--- config.mk ---
export PLATFORM = sky130hd
export DESIGN_NAME = cart_bank_ctrl
export DESIGN_NICKNAME = d
export VERILOG_FILES = /design/src/rtl/cbc_pkg.sv /design/src/rtl/cbc_decode.sv /design/src/rtl/cbc_regs.sv /design/src/rtl/cbc_map.sv /design/src/rtl/cart_bank_ctrl.sv
export SDC_FILE = /design/constraint.sdc
export NUM_CORES = 1
export LEC_CHECK = 0
export ABC_CLOCK_PERIOD_IN_PS = 3300
export BUFFER_PORTS_ARGS = -buffer_cell sky130_fd_sc_hd__buf_4
export CAP_MARGIN = 20
export CORE_MARGIN = 4
export CORE_UTILIZATION = 38
export CTS_CLUSTER_DIAMETER = 40
export DETAILED_ROUTE_END_ITERATION = 8
export PLACE_DENSITY = 0.86
export RECOVER_POWER = 100
export SLEW_MARGIN = 25
export SYNTH_ARGS = -nofsm -noshare
export SYNTH_HDL_FRONTEND = slang
export SYNTH_HIERARCHICAL = 1
export SYNTH_SLANG_ARGS = --single-unit
export TNS_END_PERCENT = 100
--- constraint.sdc ---
create_clock -name clk -period 3.3 [get_ports clk]
set_input_delay 0.495 -clock clk [delete_from_list [all_inputs] [get_ports clk]]
set_output_delay 0.495 -clock clk [all_outputs]
set_load 0.01 [all_outputs]
--- src/rtl/cbc_pkg.sv ---
package cbc_pkg;
  localparam int CPU_ADDR_W = 16;

  typedef enum logic [2:0] {
    RG_GATE    = 3'd0,
    RG_ROMBANK = 3'd1,
    RG_RAMPAGE = 3'd2,
    RG_MODE    = 3'd3,
    RG_HOLE    = 3'd4,
    RG_RAMWIN  = 3'd5,
    RG_HIGH    = 3'd6
  } region_e;

  // Upper three address bits select an 8 KiB slice of the bus
  function automatic region_e classify(input logic [2:0] top);
    case (top)
      3'd0:    classify = RG_GATE;
      3'd1:    classify = RG_ROMBANK;
      3'd2:    classify = RG_RAMPAGE;
      3'd3:    classify = RG_MODE;
      3'd4:    classify = RG_HOLE;
      3'd5:    classify = RG_RAMWIN;
      default: classify = RG_HIGH;
    endcase
  endfunction
endpackage

--- src/rtl/cbc_decode.sv ---
module cbc_decode
  import cbc_pkg::*;
#(
  parameter int N_CTRL = 4
) (
  input  logic [2:0]        addr_top,
  input  logic              cpu_wr,
  output region_e           region,
  output logic [N_CTRL-1:0] ctrl_wr,
  output logic              in_fixed,
  output logic              in_switch,
  output logic              in_ramwin
);
  assign region    = classify(addr_top);
  assign in_fixed  = (addr_top[2:1] == 2'b00);
  assign in_switch = (addr_top[2:1] == 2'b01);
  assign in_ramwin = (region == RG_RAMWIN);

  // One write strobe per control slice; slice index equals region code
  for (genvar gi = 0; gi < N_CTRL; gi++) begin : g_strobe
    assign ctrl_wr[gi] = cpu_wr && (region == region_e'(gi));
  end
endmodule

--- src/rtl/cbc_regs.sv ---
module cbc_regs #(
  parameter int ROM_BANK_W = 5,
  parameter int RAM_BANK_W = 2
) (
  input  logic                  clk,
  input  logic                  rst_n,
  input  logic [3:0]            ctrl_wr,
  input  logic [ROM_BANK_W-1:0] wdata_lo,
  input  logic                  ram_present,
  output logic                  gate_open,
  output logic [ROM_BANK_W-1:0] rom_bank_raw,
  output logic [RAM_BANK_W-1:0] ram_page,
  output logic                  mode_flag
);
  localparam logic [3:0] GATE_KEY = 4'hA;
  localparam logic [ROM_BANK_W-1:0] BANK_RST = ROM_BANK_W'(1);

  always_ff @(posedge clk or negedge rst_n) begin
    if (!rst_n) begin
      gate_open    <= 1'b0;
      rom_bank_raw <= BANK_RST;
      ram_page     <= '0;
      mode_flag    <= 1'b0;
    end else begin
      if (ctrl_wr[0] && ram_present)
        gate_open <= (wdata_lo[3:0] == GATE_KEY);
      if (ctrl_wr[1])
        rom_bank_raw <= wdata_lo;
      if (ctrl_wr[2])
        ram_page <= wdata_lo[RAM_BANK_W-1:0];
      if (ctrl_wr[3])
        mode_flag <= wdata_lo[0];
    end
  end
endmodule

--- src/rtl/cbc_map.sv ---
module cbc_map #(
  parameter int ROM_BANK_W = 5,
  parameter int RAM_BANK_W = 2,
  parameter int ROM_OFS_W  = 14,
  parameter int RAM_OFS_W  = 13,
  parameter int DATA_W     = 8
) (
  input  logic [ROM_OFS_W-1:0]            offset,
  input  logic                            in_fixed,
  input  logic                            in_switch,
  input  logic                            in_ramwin,
  input  logic                            cpu_rd,
  input  logic                            cpu_wr,
  input  logic [ROM_BANK_W-1:0]           rom_bank_raw,
  input  logic [RAM_BANK_W-1:0]           ram_page,
  input  logic [ROM_BANK_W:0]             bank_count,
  input  logic                            gate_open,
  input  logic                            ram_present,
  input  logic [DATA_W-1:0]               rom_rdata,
  input  logic [DATA_W-1:0]               ram_rdata,
  output logic [ROM_BANK_W+ROM_OFS_W-1:0] rom_addr,
  output logic [RAM_BANK_W+RAM_OFS_W-1:0] ram_addr,
  output logic                            ram_we,
  output logic [DATA_W-1:0]               cpu_rdata
);
  localparam int CNT_W = ROM_BANK_W + 1;

  logic [CNT_W-1:0]      limit;
  logic [ROM_BANK_W-1:0] bank_fixed;
  logic [ROM_BANK_W-1:0] bank_eff;
  logic                  ram_live;

  // Bank 0 is never shown in the switchable window; then cap to the fitted count
  always_comb begin
    limit      = (bank_count == '0) ? '0 : bank_count - CNT_W'(1);
    bank_fixed = (rom_bank_raw == '0) ? ROM_BANK_W'(1) : rom_bank_raw;
    bank_eff   = ({1'b0, bank_fixed} > limit) ? limit[ROM_BANK_W-1:0] : bank_fixed;
  end

  assign rom_addr = in_switch ? {bank_eff, offset} : {{ROM_BANK_W{1'b0}}, offset};
  assign ram_addr = {ram_page, offset[RAM_OFS_W-1:0]};
  assign ram_live = gate_open && ram_present;
  assign ram_we   = cpu_wr && in_ramwin && ram_live;

  always_comb begin
    cpu_rdata = '1;
    if (cpu_rd) begin
      if (in_fixed || in_switch)
        cpu_rdata = rom_rdata;
      else if (in_ramwin && ram_live)
        cpu_rdata = ram_rdata;
    end
  end
endmodule

--- src/rtl/cart_bank_ctrl.sv ---
module cart_bank_ctrl
  import cbc_pkg::*;
#(
  parameter int DATA_W     = 8,
  parameter int ROM_BANK_W = 5,
  parameter int RAM_BANK_W = 2,
  parameter int ROM_OFS_W  = 14,
  parameter int RAM_OFS_W  = 13
) (
  input  logic                            clk,
  input  logic                            rst_n,
  input  logic [CPU_ADDR_W-1:0]           cpu_addr,
  input  logic [DATA_W-1:0]               cpu_wdata,
  input  logic                            cpu_rd,
  input  logic                            cpu_wr,
  output logic [DATA_W-1:0]               cpu_rdata,
  input  logic [ROM_BANK_W:0]             cfg_rom_banks,
  input  logic                            cfg_ram_present,
  output logic [ROM_BANK_W+ROM_OFS_W-1:0] rom_addr,
  input  logic [DATA_W-1:0]               rom_rdata,
  output logic [RAM_BANK_W+RAM_OFS_W-1:0] ram_addr,
  output logic                            ram_we,
  output logic [DATA_W-1:0]               ram_wdata,
  input  logic [DATA_W-1:0]               ram_rdata,
  output logic                            mode_adv
);
  localparam int N_CTRL = 4;

  region_e               region;
  logic [N_CTRL-1:0]     ctrl_wr;
  logic                  in_fixed, in_switch, in_ramwin;
  logic                  gate_open;
  logic [ROM_BANK_W-1:0] rom_bank_raw;
  logic [RAM_BANK_W-1:0] ram_page;

  cbc_decode #(.N_CTRL(N_CTRL)) u_decode (
    .addr_top  (cpu_addr[CPU_ADDR_W-1 -: 3]),
    .cpu_wr    (cpu_wr),
    .region    (region),
    .ctrl_wr   (ctrl_wr),
    .in_fixed  (in_fixed),
    .in_switch (in_switch),
    .in_ramwin (in_ramwin)
  );

  cbc_regs #(.ROM_BANK_W(ROM_BANK_W), .RAM_BANK_W(RAM_BANK_W)) u_regs (
    .clk          (clk),
    .rst_n        (rst_n),
    .ctrl_wr      (ctrl_wr),
    .wdata_lo     (cpu_wdata[ROM_BANK_W-1:0]),
    .ram_present  (cfg_ram_present),
    .gate_open    (gate_open),
    .rom_bank_raw (rom_bank_raw),
    .ram_page     (ram_page),
    .mode_flag    (mode_adv)
  );

  cbc_map #(
    .ROM_BANK_W (ROM_BANK_W),
    .RAM_BANK_W (RAM_BANK_W),
    .ROM_OFS_W  (ROM_OFS_W),
    .RAM_OFS_W  (RAM_OFS_W),
    .DATA_W     (DATA_W)
  ) u_map (
    .offset       (cpu_addr[ROM_OFS_W-1:0]),
    .in_fixed     (in_fixed),
    .in_switch    (in_switch),
    .in_ramwin    (in_ramwin),
    .cpu_rd       (cpu_rd),
    .cpu_wr       (cpu_wr),
    .rom_bank_raw (rom_bank_raw),
    .ram_page     (ram_page),
    .bank_count   (cfg_rom_banks),
    .gate_open    (gate_open),
    .ram_present  (cfg_ram_present),
    .rom_rdata    (rom_rdata),
    .ram_rdata    (ram_rdata),
    .rom_addr     (rom_addr),
    .ram_addr     (ram_addr),
    .ram_we       (ram_we),
    .cpu_rdata    (cpu_rdata)
  );

  assign ram_wdata = cpu_wdata;
endmodule

==> flow_summary.yaml, run 1 <==
pwr:
  powerDensity_nw_per_um2: 329.2
  peakVddDrop_mv: 0.2339
  finalPower_mw: 0.4358
  power.leakage_nw: 0.6057
placed_design:
  pre_cts_slack_ns: -0.002175
  port_buffers: 57
  hpwl_um: 2475
  placed_area_um2: 1348
  gp_congestion: 0.8037
finish:
  final_util_pct: 46.40
  multiInputGateArea_um2: 668.1
  fillers: 299
  finalInstanceArea_um2: 1324
  seq_area_um2: 226.5
  layout-drive-gt1-share_pct: 39.87
  n_antenna_cell: 0
  areaGrowthSynthToFinish_pct: 12.08
  nets: 217
critical_path:
  critPathKind: "in -> out"
  rr_startpoint: "u_regs/gate_open$_DFFE_PN0P_"
  cp.arrival_ns: 2.64
  crit_start: "cfg_rom_banks[0]"
  worst_setup_path_start_kind: "primary input"
  cp_max_fo: 4
  endpoint_kind: "primary output"
  r2r_setup_slack_ns: 2.48
  critical_path_required_ns: 2.80
clock_tree:
  root_buffer: "clkbuf_4"
  cts_setup_buffers: 0
  htree_levels: 1
  cts_sinks: 9
  cts.clk_slew.worst_paths_ns: 0.06
  clock_path_buffers: 2
  numCtsBuffers: 3
  cts_tree: "yes"
  insertion_delay_ns: 0.25
route:
  num_vias: 995
  drc_errors: 0
  antenna_left: 0
  wl_per_cell_um: 15.33
  finalWirelength_um: 2898
  firstDrtPassIters: 4
  drtIter0Drc: 39
  vias_per_cell: 5.265
timing:
  period_minus_slack_ns: 3.138
  setup_viol: 0
  period_share_pct: 95.08
  skew_ns: 0
  clock.fmax_mhz: 318.7
  final-max-slew-violation-count: 0
  setup_ws_ns: 0.1623
  worst_pin_slew_ns: 0.5673
  relSlewSlack_pct: 62.04
  hold_viol_final: 0
global_routing:
  grt_usage_pct: 12.90
  antenna_found_initial: 0
  grt_max_degree: 10
  grt_pass1_vias: 977
  grt_pass1_wl_um: 4174
  grt_overflow_total: 0
yosys:
  synthesis.nets: 198
  syn_area_per_cell_um2: 8.437
  synth.yosys.warnings: 6
  synthCells: 140
  syn_area_um2: 1181
die:
  dieArea_um2: 4064
  core_um2: 2853
  ios: 103
  num_rows: 19
  start_util_pct: 41.40
  die_width_um: 63.75
  die_h_um: 63.75
status:
  status: "finished clean"
worst_hold_path:
  min_path_type: "in -> async"
job:
  drv_cap: 0
==> through the flow <==
stage / std cells / hold WS, ns / setup TNS, ns
3_3_place_gp: 185 / 0.3204 / 0
6_report: 189 / 0.1588 / 0
3_5_place_dp: 185 / 0.3212 / -0.002175
5_1_grt: 189 / 0.1901 / -0.0007603
2_1_floorplan: 140 / 0.1994 / 0
4_1_cts: 189 / 0.04181 / 0
==> placed cells by master (no fill, tap or decap), types with 2 or more instances in the layout <==
master and instances:
a21oi_1 3, and3_4 2, and4bb_1 2, buf_4 37
clkbuf_1 21, clkbuf_4 3, dfrtp_1 8, ha_1 6
inv_2 2, mux2_2 8, mux2i_1 4, nand2_1 17
nand3_1 4, nor2_1 5, nor4_1 2, o21ai_0 2
o22ai_1 8, xor2_1 2
==> power by group <==
| part | switching [mW] | total, mW | internal, mW |
|---|---|---|---|
| combinational | 0.0962 | 0.200 | 0.103 |
| clock | 0.0339 | 0.0802 | 0.0463 |
| sequential | 0.0210 | 0.156 | 0.135 |
==> flip-flops by register name, indices dropped and copies added (netlist names) <==
register	count
u_regs/mode_flag	1
u_regs/gate_open	1
u_regs/rom_bank_raw	5
u_regs/ram_page	2
==> worst paths after layout <==
check | to | depth (start not counted)
worst max-delay path | rom_addr[17] | 13
worst min-delay path | u_regs/mode_flag$_DFFE_PN0P_ | 1
worst max register to register | u_regs/gate_open$_DFFE_PN0P_ | 1
worst min register to register | u_regs/ram_page[1]$_DFFE_PN0P_ | 1
max in group asynchronous | u_regs/rom_bank_raw[0]$_DFFE_PN1P_ | 1
min in group clk | u_regs/rom_bank_raw[4]$_DFFE_PN0P_ | 2
==> critical path, stage by stage <==
cell,delay [ns]
buf_4,0.12
inv_2,0.07
ha_2,0.18
nor2b_4,0.15
nor2_1,0.05
mux2i_1,0.18
ha_1,0.29
and3_4,0.18
and3_4,0.18
a221oi_4,0.22
nand2_2,0.16
mux2i_1,0.19
clkbuf_1,0.17
==> cell type report <==
cell class                      count  share of cell area [%]
Multi-Input combinational cell     85                   50.47
Tap cell                           31                   2.930
Inverter                            3                  0.8507
Clock buffer                        4                   1.985
Sequential cell                     9                   17.11
Timing Repair Buffer               57                   26.65
==> timing repair <==
action | in CTS | in global routing
hold buffers | 0 | 0
pin swaps | 0 | 3
gates resized for setup | 1 | 8
endpoints found under the setup margin | 1 | 5
==> per-layer routing <==
layer  global-route usage (%)  up-vias  share of wire (%)
met5                        0        -                  0
li1                         -      490                  -
met4                    5.391        0                1.3
met1                    12.34      445                 35
met3                    3.327       11                8.3
met2                    25.68       49                 56
(Power assumes the default switching activity.)
==> inputs of run 2 (changes only) <==
--- a/config.mk
+++ b/config.mk
@@ -13,7 +13,6 @@
 export CTS_CLUSTER_DIAMETER = 40
 export DETAILED_ROUTE_END_ITERATION = 8
 export PLACE_DENSITY = 0.86
-export RECOVER_POWER = 100
 export SLEW_MARGIN = 25
 export SYNTH_ARGS = -nofsm -noshare
 export SYNTH_HDL_FRONTEND = slang
==> flow_summary.yaml, run 2 (synthesized netlist as in run 1, its figures left out) <==
clock_tree:
  htree_levels: 1
  cts_tree: "yes"
  cts_sinks: 9
  insertion_delay_ns: 0.25
  clock_path_buffers: 2
  cts_setup_buffers: 0
  numCtsBuffers: 3
  root_buffer: "clkbuf_4"
  cts.clk_slew.worst_paths_ns: 0.06
finish:
  nets: 217
  layout-drive-gt1-share_pct: 55.70
  final_common_cell: "buf_4"
  fillers: 285
  final_cell_mix: "57 x buf_4, 17 x nand2_1, 8 x o22ai_1, 8 x mux2_2, 8 x dfrtp_1"
  areaGrowthSynthToFinish_pct: 19.28
  multiInputGateArea_um2: 678.2
  seq_area_um2: 226.5
  top_register: "u_regs/rom_bank_raw"
  top_regs: "u_regs/rom_bank_raw (5), u_regs/ram_page (2)"
  largest_register_ffs: 5
  n_antenna_cell: 0
timing:
  finalSetupTns_ns: 0
  period_share_pct: 95.27
  hold_viol_final: 0
  final-max-slew-violation-count: 0
  hold_slack_ns: 0.05075
  period_minus_slack_ns: 3.144
  worst_pin_slew_ns: 0.5019
  setup_viol: 0
  relSlewSlack_pct: 66.23
  clock.fmax_mhz: 318.1
  skew_ns: 0
die:
  dieArea_um2: 4064
  num_rows: 19
  ios: 103
  die_width_um: 63.75
  core_um2: 2853
  die_h_um: 63.75
  start_util_pct: 41.40
pwr:
  powerDensity_nw_per_um2: 321.9
  power.leakage_nw: 0.6729
  comb_power_share_pct: 47.7
  seqPwrFrac_pct: 34.5
  peakVddDrop_mv: 0.2327
  netSwitchingPower_mw: 0.1529
  internal_power_mw: 0.3006
  finalPower_mw: 0.4535
  switching_share_pct: 33.72
  clockPowerShare_pct: 17.8
route:
  vias_per_cell: 5.243
  finalWirelength_um: 2885
  firstDrtPassIters: 4
  antenna_left: 0
  num_vias: 991
  drtIter0Drc: 37
  drc_errors: 0
  wl_per_cell_um: 15.26
critical_path:
  rr_startpoint: "u_regs/rom_bank_raw[2]$_DFFE_PN0P_"
  cp_slowest_cell: "ha_1"
  rr_worst_depth: 1
  critPathKind: "in -> out"
  rr_endpoint: "u_regs/rom_bank_raw[2]$_DFFE_PN0P_"
  cp_max_fo: 4
  crit_chain: "buf_4, inv_2, ha_2, nor2b_4, nor2_1, mux2i_1, ha_1, and3_4, and3_4, a221oi_4, nand2_2, mux2i_2, buf_4"
  cp.arrival_ns: 2.65
  worst_setup_path_start_kind: "primary input"
  cpPeakStageDelay_ns: 0.29
  critical_path_required_ns: 2.80
  crit_buf_inv: 3
  critical-path-top-delay-family: "simple AND/OR/NAND/NOR gates"
  endpoint_kind: "primary output"
  cp.depth: 13
  r2r_setup_slack_ns: 2.47
global_routing:
  grtUsageMet3_pct: 3.327
  antenna_found_initial: 0
  grt_max_degree: 10
  grt_pass1_vias: 977
  grt.busiest_layer: "met2"
  grt_pass1_wl_um: 4174
  grt_overflow_total: 0
  grtUsageMet1_pct: 12.34
  use_met2_pct: 25.68
  grt_usage_pct: 12.90
status:
  status: "finished clean"
placed_design:
  port_buffers: 57
  hpwl_um: 2475
  gp_congestion: 0.8037
worst_hold_path:
  min_path_type: "in -> async"
job:
  drv_cap: 0
## run 2: cell types whose count changed in the layout (fill, tap and decap cells not counted)
cell and change:
nor4b_1 -1, buf_4 +20, and2b_2 +1, clkbuf_1 -20, nor2_1 -1, and4bb_2 +2
nor4b_2 +1, and4bb_1 -2, nor2_2 +1, and2b_1 -1
## run 2: layer usage
layer,wire [µm],vias to the layer above,share of wire [%]
met4,38,0,1.3
met2,1626,51,56
met5,0,-,0
met3,257,11,8.9
met1,963,439,33
li1,-,490,-
## run 2: through the flow
stage                     cell area [µm²]  utilization [%]  instances  worst slack (ns)
after floorplan                      1181                -        140            0.3241
after global placement               1348            47.24        185           0.06930
after detailed placement             1348            47.24        185         -0.002175
after CTS                            1376            48.25        189           0.03413
after global routing                 1409            49.39        189        -0.0007603
final                                1409            49.39        189            0.1561
## run 2: power by group through the flow
stage          Clock, mW  Sequential (mW)  Combinational [mW]
2_1_floorplan          0            0.151               0.164
3_3_place_gp           0            0.156               0.200
3_5_place_dp           0            0.158               0.205
4_1_cts           0.0854            0.156               0.206
5_1_grt           0.0921            0.158               0.236
6_report          0.0808            0.156               0.216
## run 2: worst max path at each step
stage / start / endpoint
2_1_floorplan: cfg_rom_banks[0] / rom_addr[18]
3_3_place_gp: cfg_rom_banks[0] / rom_addr[18]
3_5_place_dp: cfg_rom_banks[0] / rom_addr[18]
4_1_cts: cfg_rom_banks[0] / rom_addr[18]
5_1_grt: cfg_rom_banks[0] / rom_addr[15]
6_report: cfg_rom_banks[0] / rom_addr[15]
## run 2: area by class of cell
class / count / share of cell area (%)
Multi-Input combinational cell: 85 / 48.14
Clock buffer: 4 / 1.865
Tap cell: 31 / 2.753
Timing Repair Buffer: 57 / 30.37
Inverter: 3 / 0.7993
Sequential cell: 9 / 16.07
## run 2: repair_timing
action | CTS | global route
resized for setup | 1 | 8
pin swaps | 0 | 3
hold buffers | 0 | 0
endpoints found under the setup margin | 1 | 5
==> inputs of run 3 (changes only) <==
--- a/config.mk
+++ b/config.mk
@@ -13,6 +13,7 @@
 export CTS_CLUSTER_DIAMETER = 40
 export DETAILED_ROUTE_END_ITERATION = 8
 export PLACE_DENSITY = 0.86
+export REMOVE_ABC_BUFFERS = 1
 export SLEW_MARGIN = 25
 export SYNTH_ARGS = -nofsm -noshare
 export SYNTH_HDL_FRONTEND = slang
==> flow_summary.yaml, run 3 (synthesized netlist as in run 1, its figures left out) <==
status:
  status: "finished clean"
timing:
  clock.fmax_mhz: 308.1
  period_share_pct: 98.35
  setup_viol: 0
  setup_ws_ns: 0.05438
  hold_viol_final: 0
  worst_pin_slew_ns: 0.3668
  relSlewSlack_pct: 75.32
  period_minus_slack_ns: 3.246
  skew_ns: 0
  finalSetupTns_ns: 0
  final-max-slew-violation-count: 0
finish:
  final_common_cell: "buf_4"
  final_cell_mix: "60 x buf_4, 16 x nand2_1, 8 x o22ai_1, 8 x mux2_2, 8 x dfrtp_1"
  n_antenna_cell: 0
  areaGrowthSynthToFinish_pct: 21.29
  largest_register_ffs: 5
  fillers: 266
  top_register: "u_regs/rom_bank_raw"
  nets: 220
  layout-drive-gt1-share_pct: 56.52
  top_regs: "u_regs/rom_bank_raw (5), u_regs/ram_page (2)"
route:
  wl_per_cell_um: 17.35
  antenna_left: 0
  drc_errors: 0
  vias_per_cell: 5.307
  finalWirelength_um: 3332
  firstDrtPassIters: 4
  num_vias: 1019
  drtIter0Drc: 66
clock_tree:
  insertion_delay_ns: 0.25
  cts_sinks: 9
  clock_path_buffers: 2
  cts.clk_slew.worst_paths_ns: 0.06
  numCtsBuffers: 3
  root_buffer: "clkbuf_4"
  htree_levels: 1
  cts_tree: "yes"
  cts-hold-fix-buffers: 0
pwr:
  power.leakage_nw: 0.6894
  powerDensity_nw_per_um2: 323.7
  peakVddDrop_mv: 0.1974
critical_path:
  worst_setup_path_start_kind: "primary input"
  critical-path-top-delay-family: "simple AND/OR/NAND/NOR gates"
  cpMostUsedCell: "buf_4"
  critPathKind: "in -> out"
  critical_path_required_ns: 2.80
  crit_buf_inv: 4
  cp.arrival_ns: 2.75
  endpoint_kind: "primary output"
  cp_slowest_cell: "ha_1"
  cpPeakStageDelay_ns: 0.30
  cp_max_fo: 4
  crit_chain: "buf_4, inv_4, ha_4, nor2b_4, nor2_1, mux2i_2, ha_1, and3_4, and3_1, a221oi_2, buf_4, nand2_2, mux2i_1, buf_4"
placed_design:
  gp_congestion: 0.9057
  pre_cts_slack_ns: 0.01404
  hpwl_um: 2751
  port_buffers: 57
die:
  die_width_um: 63.75
  ios: 103
  start_util_pct: 41.40
  die_h_um: 63.75
  dieArea_um2: 4064
  num_rows: 19
  core_um2: 2853
global_routing:
  antenna_found_initial: 0
  grt_usage_pct: 15.54
  grt_max_degree: 10
  grt_pass1_wl_um: 4988
  grt_pass1_vias: 1077
  grt_overflow_total: 0
job:
  drv_cap: 0
worst_hold_path:
  min_path_type: "in -> async"
-- run 3: cell types whose count changed in the layout (fill, tap and decap cells not counted), sizes merged --
cell,previous run,this run
buf,57,60
-- run 3: timing repair --
action,4_1_cts,5_1_grt
pin swaps,0,2
endpoints found under the setup margin,2,5
setup buffers,0,2
resized for setup,1,10
-- run 3: worst paths after layout --
check,depth (start not counted),endpoint,start,slack (ns)
worst max-delay path,14,rom_addr[15],cfg_rom_banks[1],0.05
worst min-delay path,1,u_regs/ram_page[1]$_DFFE_PN0P_,rst_n,0.05
worst max register to register,1,u_regs/rom_bank_raw[4]$_DFFE_PN0P_,u_regs/rom_bank_raw[4]$_DFFE_PN0P_,2.48
worst min register to register,1,u_regs/mode_flag$_DFFE_PN0P_,u_regs/mode_flag$_DFFE_PN0P_,0.51
max in group asynchronous,1,u_regs/rom_bank_raw[0]$_DFFE_PN1P_,rst_n,3.03
min in group clk,2,u_regs/rom_bank_raw[4]$_DFFE_PN0P_,cpu_wdata[4],0.49
-- run 3: area by class of cell --
class,instances,area (µm²),area share [%]
Tap cell,31,38.79,2.707
Multi-Input combinational cell,85,674.4,47.07
Clock buffer,4,26.28,1.834
Timing Repair Buffer,60,450.4,31.44
Inverter,3,16.27,1.135
Sequential cell,9,226.5,15.81
-- run 3: layer usage --
| metal | routed length (µm) | track usage, % |
|---|---|---|
| met5 | 0 | 2.500 |
| met2 | 1718 | 24.25 |
| met4 | 63 | 9.164 |
| met1 | 1268 | 16.72 |
| met3 | 282 | 7.881 |
-- run 3: stage by stage --
| step | area, µm² | hold slack [ns] | utilization, % | power, mW | cells |
|---|---|---|---|---|---|
| 3_5_place_dp | 1355 | 0.3210 | 47.50 | 0.3655 | 186 |
| 6_report | 1433 | 0.04974 | 50.22 | 0.4637 | 192 |
| 4_1_cts | 1384 | 0.03969 | 48.51 | 0.4504 | 190 |
| 3_3_place_gp | 1355 | 0.3206 | 47.50 | 0.3588 | 186 |
| 2_1_floorplan | 880.8 | 0.1994 | - | 0.2562 | 97 |
| 5_1_grt | 1433 | 0.04509 | 50.22 | 0.5006 | 192 |
-- run 3: report_power, final --
part	leakage, nW	total, mW	internal, mW	switching, mW
Sequential	0.108	0.157	0.135	0.0224
Combinational	0.566	0.226	0.124	0.102
Clock	0.0150	0.0807	0.0463	0.0344
